File: src/rtl/can_af_pkg.sv
package can_af_pkg;
  typedef enum logic {
    AF_MODE_OCT  = 1'b0,
    AF_MODE_SHUT = 1'b1
  } af_mode_e;

  localparam int unsigned AF_LEAD_W = 8;
endpackage

File: src/rtl/can_af_lead.sv
module can_af_lead #(
  parameter int unsigned ID_W   = 29,
  parameter int unsigned STD_W  = 11,
  parameter int unsigned LEAD_W = 8
) (
  input  logic [ID_W-1:0]   id_i,
  input  logic              ext_i,
  output logic [LEAD_W-1:0] lead_o
);
  always_comb begin
    if (ext_i) lead_o = id_i[ID_W-1 -: LEAD_W];
    else       lead_o = id_i[STD_W-1 -: LEAD_W];
  end
endmodule

File: src/rtl/can_af_match.sv
module can_af_match #(
  parameter int unsigned W = 8
) (
  input  logic [W-1:0] lead_i,
  input  logic [W-1:0] code_i,
  input  logic [W-1:0] mask_i,
  output logic         hit_o
);
  logic [W-1:0] diff;
  assign diff  = (lead_i ^ code_i) & ~mask_i;
  assign hit_o = (diff == '0);
endmodule

File: src/rtl/can_af_prienc.sv
module can_af_prienc #(
  parameter int unsigned N     = 8,
  localparam int unsigned IDX_W = (N > 1) ? $clog2(N) : 1
) (
  input  logic [N-1:0]     req_i,
  output logic [IDX_W-1:0] idx_o
);
  always_comb begin
    idx_o = '0;
    for (int i = N - 1; i >= 0; i--) begin
      if (req_i[i]) idx_o = IDX_W'(i);
    end
  end
endmodule

File: src/rtl/can_af_top.sv
module can_af_top
  import can_af_pkg::*;
#(
  parameter int unsigned NUM_FILT = 8,
  parameter int unsigned ID_W     = 29,
  parameter int unsigned STD_W    = 11,
  localparam int unsigned LW      = AF_LEAD_W,
  localparam int unsigned IDX_W   = (NUM_FILT > 1) ? $clog2(NUM_FILT) : 1
) (
  input  logic                   clk_i,
  input  logic                   rst_ni,
  input  logic                   frame_vld_i,
  input  logic                   id_ext_i,
  input  logic [ID_W-1:0]        id_i,
  input  logic                   mode_i,
  input  logic [NUM_FILT*LW-1:0] code_i,
  input  logic [NUM_FILT*LW-1:0] mask_i,
  input  logic                   rxf_clr_i,
  output logic                   accept_o,
  output logic [NUM_FILT-1:0]    hit_vec_o,
  output logic [IDX_W-1:0]       hit_idx_o,
  output logic                   rxf_o
);
  af_mode_e          mode;
  logic [LW-1:0]     lead;
  logic [NUM_FILT-1:0] hit_raw;
  logic [NUM_FILT-1:0] hit_gated;
  logic [IDX_W-1:0]  idx_raw;
  logic              take;

  assign mode = af_mode_e'(mode_i);

  can_af_lead #(.ID_W(ID_W), .STD_W(STD_W), .LEAD_W(LW)) u_lead (
    .id_i   (id_i),
    .ext_i  (id_ext_i),
    .lead_o (lead)
  );

  for (genvar g = 0; g < NUM_FILT; g++) begin : g_filt
    can_af_match #(.W(LW)) u_match (
      .lead_i (lead),
      .code_i (code_i[g*LW +: LW]),
      .mask_i (mask_i[g*LW +: LW]),
      .hit_o  (hit_raw[g])
    );
  end

  // closed mode blanks every filter
  assign hit_gated = (mode == AF_MODE_SHUT) ? '0 : hit_raw;

  can_af_prienc #(.N(NUM_FILT)) u_enc (
    .req_i (hit_gated),
    .idx_o (idx_raw)
  );

  assign take = frame_vld_i && (hit_gated != '0);

  always_ff @(posedge clk_i or negedge rst_ni) begin
    if (!rst_ni) begin
      accept_o  <= 1'b0;
      hit_vec_o <= '0;
      hit_idx_o <= '0;
    end else begin
      accept_o <= take;
      if (frame_vld_i) begin
        hit_vec_o <= hit_gated;
        hit_idx_o <= idx_raw;
      end
    end
  end

  // set has priority over clear
  always_ff @(posedge clk_i or negedge rst_ni) begin
    if (!rst_ni)        rxf_o <= 1'b0;
    else if (take)      rxf_o <= 1'b1;
    else if (rxf_clr_i) rxf_o <= 1'b0;
  end
endmodule

File: config.mk
export PLATFORM = sky130hd
export DESIGN_NAME = can_af_top
export DESIGN_NICKNAME = d
export VERILOG_FILES = /design/src/rtl/can_af_pkg.sv /design/src/rtl/can_af_lead.sv /design/src/rtl/can_af_match.sv /design/src/rtl/can_af_prienc.sv /design/src/rtl/can_af_top.sv
export SDC_FILE = /design/constraint.sdc
export NUM_CORES = 1
export LEC_CHECK = 0
export ABC_AREA = 1
export BUFFER_PORTS_ARGS = -buffer_cell sky130_fd_sc_hd__buf_2
export CAP_MARGIN = 20
export CORE_MARGIN = 4
export CORE_UTILIZATION = 42
export DETAILED_ROUTE_END_ITERATION = 6
export PLACE_DENSITY = 0.82
export SYNTH_ARGS = -nofsm -noshare
export SYNTH_HDL_FRONTEND = slang
export SYNTH_HIERARCHICAL = 1
export SYNTH_SLANG_ARGS = --single-unit
File: constraint.sdc
create_clock -name clk_i -period 1 [get_ports clk_i]
set_input_delay 0.1 -clock clk_i [delete_from_list [all_inputs] [get_ports clk_i]]
set_output_delay 0.1 -clock clk_i [all_outputs]
set_load 0.01 [all_outputs]
# Word-level counts from Yosys, hierarchy flattened
# Index checks and enable logic that the tools add are counted.
# op_classes
muxes	12
bitwise	24
reduce_logical	11
# op_table
op	count
$and 8x8->8	8
$logic_not 8->1	8
$not 8->8	8
$xor 8x8->8	8
$mux 3	8
$mux 8	2
$reduce_bool 8->1	1
$mux 1	2
$reduce_bool 2->1	1
$logic_and 1x1->1	1
# word_totals
register_bits	13
output_inout_bits	13
word_cells	51

# Logic depth before layout (Yosys ltp)
# logic_depth
word_depth	13
depth_mapped	22

# Cells and area by module
# Netlist, hierarchy kept.
# by_module_without_submodules
module	n_inst	cells_per_inst	area_each_um2	seq_area_each_um2
can_af_match	8	53	206.4	0.0
can_af_top	1	69	553.0	325.3
can_af_lead	1	26	105.1	0.0
can_af_prienc	1	19	95.1	0.0

# Worst setup path after synthesis
# OpenSTA, ideal clock, no wires.
# synth_timing
path_kind	input to register
startpoint	input port id_ext_i
endpoint	register hit_idx_o[2]
setup_time_ns	0.117
t_arrival_ns	1.626
slack_ns	-0.742
cell_stages	18
n_path_buf	1
path_cell_list	buf_6 -> inv_2 -> nand2_1 -> nand2_1 -> inv_1 -> nand2_1 -> nand3_1 -> nand2_1 -> inv_1 -> nand2_1 -> nor2_1 -> nand2_1 -> inv_1 -> or2_1 -> nor3_2 -> nor3b_2 -> nand2_1 -> nand2_1
# synth_rtl
element	line_no	rtl
start: declaration	can_af_top.sv:13	input logic id_ext_i,
$mux 8	can_af_lead.sv:11	if (ext_i) lead_o = id_i[ID_W-1 -: LEAD_W];
via lead[4]	can_af_top.sv:25	logic [LW-1:0] lead;
$xor 8x8->8	can_af_match.sv:10	assign diff = (lead_i ^ code_i) & ~mask_i;
$and 8x8->8	can_af_match.sv:10	
$logic_not 8->1	can_af_match.sv:11	assign hit_o = (diff == '0);
via hit_raw[6]	can_af_top.sv:26	logic [NUM_FILT-1:0] hit_raw;
$mux 8	can_af_top.sv:49	assign hit_gated = (mode == AF_MODE_SHUT) ? '0 : hit_raw;
via hit_gated[6]	can_af_top.sv:27	logic [NUM_FILT-1:0] hit_gated;
$mux 3 (7 in series)	can_af_prienc.sv:11	if (req_i[i]) idx_o = IDX_W'(i);
via idx_raw[2]	can_af_top.sv:28	logic [IDX_W-1:0] idx_raw;
end signal: assignment	can_af_top.sv:67	hit_idx_o <= idx_raw;
end: declaration	can_af_top.sv:21	output logic [IDX_W-1:0] hit_idx_o,
# The timed path passes the listed nets, and every way through them passes these cells.
# A chain may end at the register's enable or synchronous reset.

# Final worst setup path
# layout_timing
startpoint	input port id_ext_i
endpoint	register hit_idx_o[2]
# layout_between
elab_chain_cells	13
# layout_lines
element	line_no
$mux 8	can_af_lead.sv:11
via lead[1]	can_af_top.sv:25
$xor 8x8->8	can_af_match.sv:10
$and 8x8->8	can_af_match.sv:10
$logic_not 8->1	can_af_match.sv:11
via hit_raw[7]	can_af_top.sv:26
$mux 8	can_af_top.sv:49
via hit_gated[7]	can_af_top.sv:27
$mux 3 (8 in series)	can_af_prienc.sv:11
via idx_raw[2]	can_af_top.sv:28
# The timed path passes the listed nets, and every way through them passes these cells.

==> out/qor.yml <==
antenna_found_initial: 1
cts_tree: "yes"
setup_violations: 13
path_class: "in -> reg"
top_usage_layer: "met2"
io_pins: 176
syn-cell-area_mm2: 0.00240
end_kind: "register"
crit_fanout: 8
floorplan.core_area_mm2: 0.00554
synthToLayoutAreaGrowth_pct: 70.9
post-synth-top-area-cell: "sky130_fd_sc_hd__nand2_1"
pre_cts_ws_ns: -0.921
setup_repair_after_global_routing_missed_its_margin: "yes"
timing.reg2reg.worst_path_depth: 2
clk-insertion-delay-late_ns: 0.24
layout.cells.most_common_list: "194 x sky130_fd_sc_hd__nand2_1, 161 x sky130_fd_sc_hd__buf_2, 151 x sky130_fd_sc_hd__inv_1"
slew_violations: 0
synth_fp_nets: 701
hold_path_class: "in -> reg"
portBuffers: 162
required_time_of_the_worst_setup_path_ns: 1.14
multi_input_area_mm2: 0.00186
netlist_top_cells_area: "sky130_fd_sc_hd__nand2_1 35%, sky130_fd_sc_hd__inv_1 25%, sky130_fd_sc_hd__dfrtp_1 14%"
clock_path_buffers: 2
holdWs_ns: 0.117
routedWlPerCell_um: 12.0
layout_commonest_cell: "sky130_fd_sc_hd__nand2_1"
drtIter0Drc: 145
seqCellArea_um2: 325
final_net_count: 904
dieArea_mm2: 0.00700
first_global_vias: 3526
yosys.cell_types.count: 14
start_kind: "input port"
grt_overflow: 0
register_clock_pin_slew_on_the_reported_worst_setup_and_hold_paths_ns: 0.06
vias_per_cell: 4.67
final.period_utilization_pct: 153
clock_sinks: 13
worst-endpoint-arrival_ns: 1.66
fill_cells: 488
drt_antenna_net_count: 0
peakVddDrop_v: 0.000381
rrSetupSlack_ns: 0.35
p_per_area_mw_per_mm2: 669
floorplan.die.width_um: 83.7
cts-buffers-inserted: 3
yosys.area.top_type_share_pct: 34.7
maxCapViolCount: 0
violations: "negative setup slack"
detailedPlacementHpwl_mm: 7.13
run_status: "finished with violations"
grt_first_pass_wirelength_mm: 14.6
groute.layer.met2.usage_pct: 46.6
grt.met3_usage_pct: 5.33
total_leakage_power_nw: 2.84
whs_endpoint: "rxf_o$_DFFE_PN0P_"
drcViolationCount: 0
yosysWarnings: 6
drt_pass1_iterations: 5
finalPower_mw: 2.75
finalClockSkew_ns: 0
die_height_um: 83.7
postSynthAreaPerCell_um2: 4.47
finalWorstPathRequiredPeriod_ns: 1.53
fraction_of_final_layout_cells_with_drive_strength_greater_than_1_pct: 37.0
start_util_pct: 43.4
grt_start_max_net_pins: 20
achievable-frequency_ghz: 0.656
via_count: 3796
routed_wirelength_mm: 9.78
row_count: 27
slew_headroom_pct: 79.3
min-delay-start: "rxf_clr_i"
clockRootBuffer: "sky130_fd_sc_hd__clkbuf_8"
worst_r2r_endpoint: "hit_vec_o[5]$_DFFE_PN0P_"
synth-seq-area-share_pct: 13.5
gp_routability_congestion: 0.838
met1_use_gr_pct: 25.6
fin_ws_ns: -0.525
track_usage_pct: 24.7
final_util_pct: 74.2
worstReg2RegStart: "hit_vec_o[5]$_DFFE_PN0P_"
synth-seq-cells: 13
worst_pin_slew_ns: 0.310
worstHoldPathCells: 4
gate_count_of_the_mapped_netlist: 538
h-tree-depth: 1
finalHoldViolCount: 0
[report_power, final]
group          internal (mW)  total [mW]  leakage [nW]  switching [mW]
registers              0.568       0.588         0.178          0.0201
clock network          0.281       0.464        0.0228           0.183
logic                  0.759        1.70          2.64           0.938
total                   1.61        2.75          2.84            1.14
[stage by stage]
stage	cells	cell area [um2]	setup TNS, ns
after floorplan	538	2560	-3.06
final	813	4110	-4.55
after global placement	793	3620	-8.65
after detailed placement	793	3620	-9.11
after global routing	813	4110	-5.87
after CTS	808	3910	-3.68
[state kept, by name, indices dropped and copies added (netlist names)]
signal     flops
accept_o       1
hit_idx_o      3
hit_vec_o      8
rxf_o          1
[area by class of cell]
| class | count | area share (%) |
|---|---|---|
| Multi-Input combinational cell | 364 | 45.3 |
| Antenna cell | 1 | 0.0609 |
| Sequential cell | 13 | 7.91 |
| Clock buffer | 4 | 1.10 |
| Timing Repair Buffer | 196 | 27.9 |
| Tap cell | 72 | 2.19 |
| Inverter | 163 | 15.5 |
[cells by family (layout without fill, tap and decap cells)]
group                  after synthesis  after routing  share of synthesized area (%)
flip-flops                          13             13                           13.5
buffers and inverters              165            363                           26.4
AND/OR/NAND/NOR                    350            354                           58.0
other                                0              1                              0
AO/OA/AOI/OAI                       10             10                           2.08
[metal layers]
layer | wire length, um | part of all wire, %
met1 | 3450 | 35
met2 | 4980 | 51
met3 | 922 | 9.4
met4 | 429 | 4.4
met5 | 0 | 0
[synth_stat cells]
| master | count |
|---|---|
| sky130_fd_sc_hd__nand2_1 | 222 |
| sky130_fd_sc_hd__inv_1 | 160 |
| sky130_fd_sc_hd__nor2_1 | 83 |
| sky130_fd_sc_hd__nand3_1 | 33 |
| sky130_fd_sc_hd__dfrtp_1 | 13 |
| sky130_fd_sc_hd__nor2_2 | 8 |
| sky130_fd_sc_hd__o21ai_0 | 7 |
| sky130_fd_sc_hd__inv_2 | 3 |
| sky130_fd_sc_hd__a21oi_1 | 2 |
| sky130_fd_sc_hd__buf_6 | 2 |
| sky130_fd_sc_hd__or2_1 | 2 |
| sky130_fd_sc_hd__nor3_2 | 1 |
| sky130_fd_sc_hd__nor3b_2 | 1 |
| sky130_fd_sc_hd__o21ai_1 | 1 |
[worst max-delay path by stage]
stage / start / endpoint / slack [ns] / cells after the start
3_5_place_dp: id_ext_i / hit_idx_o[2]$_DFFE_PN0P_ / -0.92 / 17
4_1_cts: id_ext_i / hit_idx_o[2]$_DFFE_PN0P_ / -0.48 / 16
3_3_place_gp: id_ext_i / hit_idx_o[2]$_DFFE_PN0P_ / -0.89 / 17
6_report: id_ext_i / hit_idx_o[2]$_DFFE_PN0P_ / -0.53 / 16
5_1_grt: id_ext_i / hit_idx_o[0]$_DFFE_PN0P_ / -0.67 / 20
2_1_floorplan: id_ext_i / hit_idx_o[2]$_DFFE_PN0P_ / -0.57 / 18
[critical path: stages]
cell                      delay (ns)
sky130_fd_sc_hd__buf_12         0.13
sky130_fd_sc_hd__nand2_1        0.17
sky130_fd_sc_hd__nand2_8        0.11
sky130_fd_sc_hd__nand2_2        0.08
sky130_fd_sc_hd__nand2_1        0.05
sky130_fd_sc_hd__nor2_1         0.12
sky130_fd_sc_hd__nor2_2         0.04
sky130_fd_sc_hd__nand2_1        0.09
sky130_fd_sc_hd__nor2_1         0.06
sky130_fd_sc_hd__nand2_1        0.08
sky130_fd_sc_hd__inv_1          0.05
sky130_fd_sc_hd__or2_1          0.23
sky130_fd_sc_hd__nor3_2         0.19
sky130_fd_sc_hd__nor3b_2        0.07
sky130_fd_sc_hd__nand2_1        0.05
sky130_fd_sc_hd__nand2_1        0.05
[what timing repair did]
item,4_1_cts,5_1_grt
setup endpoints to repair,13,13
setup buffers,6,4
hold buffers,1,0
hold endpoints to repair,13,0
resized for setup,32,42
cloned,4,1
pin swaps,20,23
(Power assumes the default switching activity.)
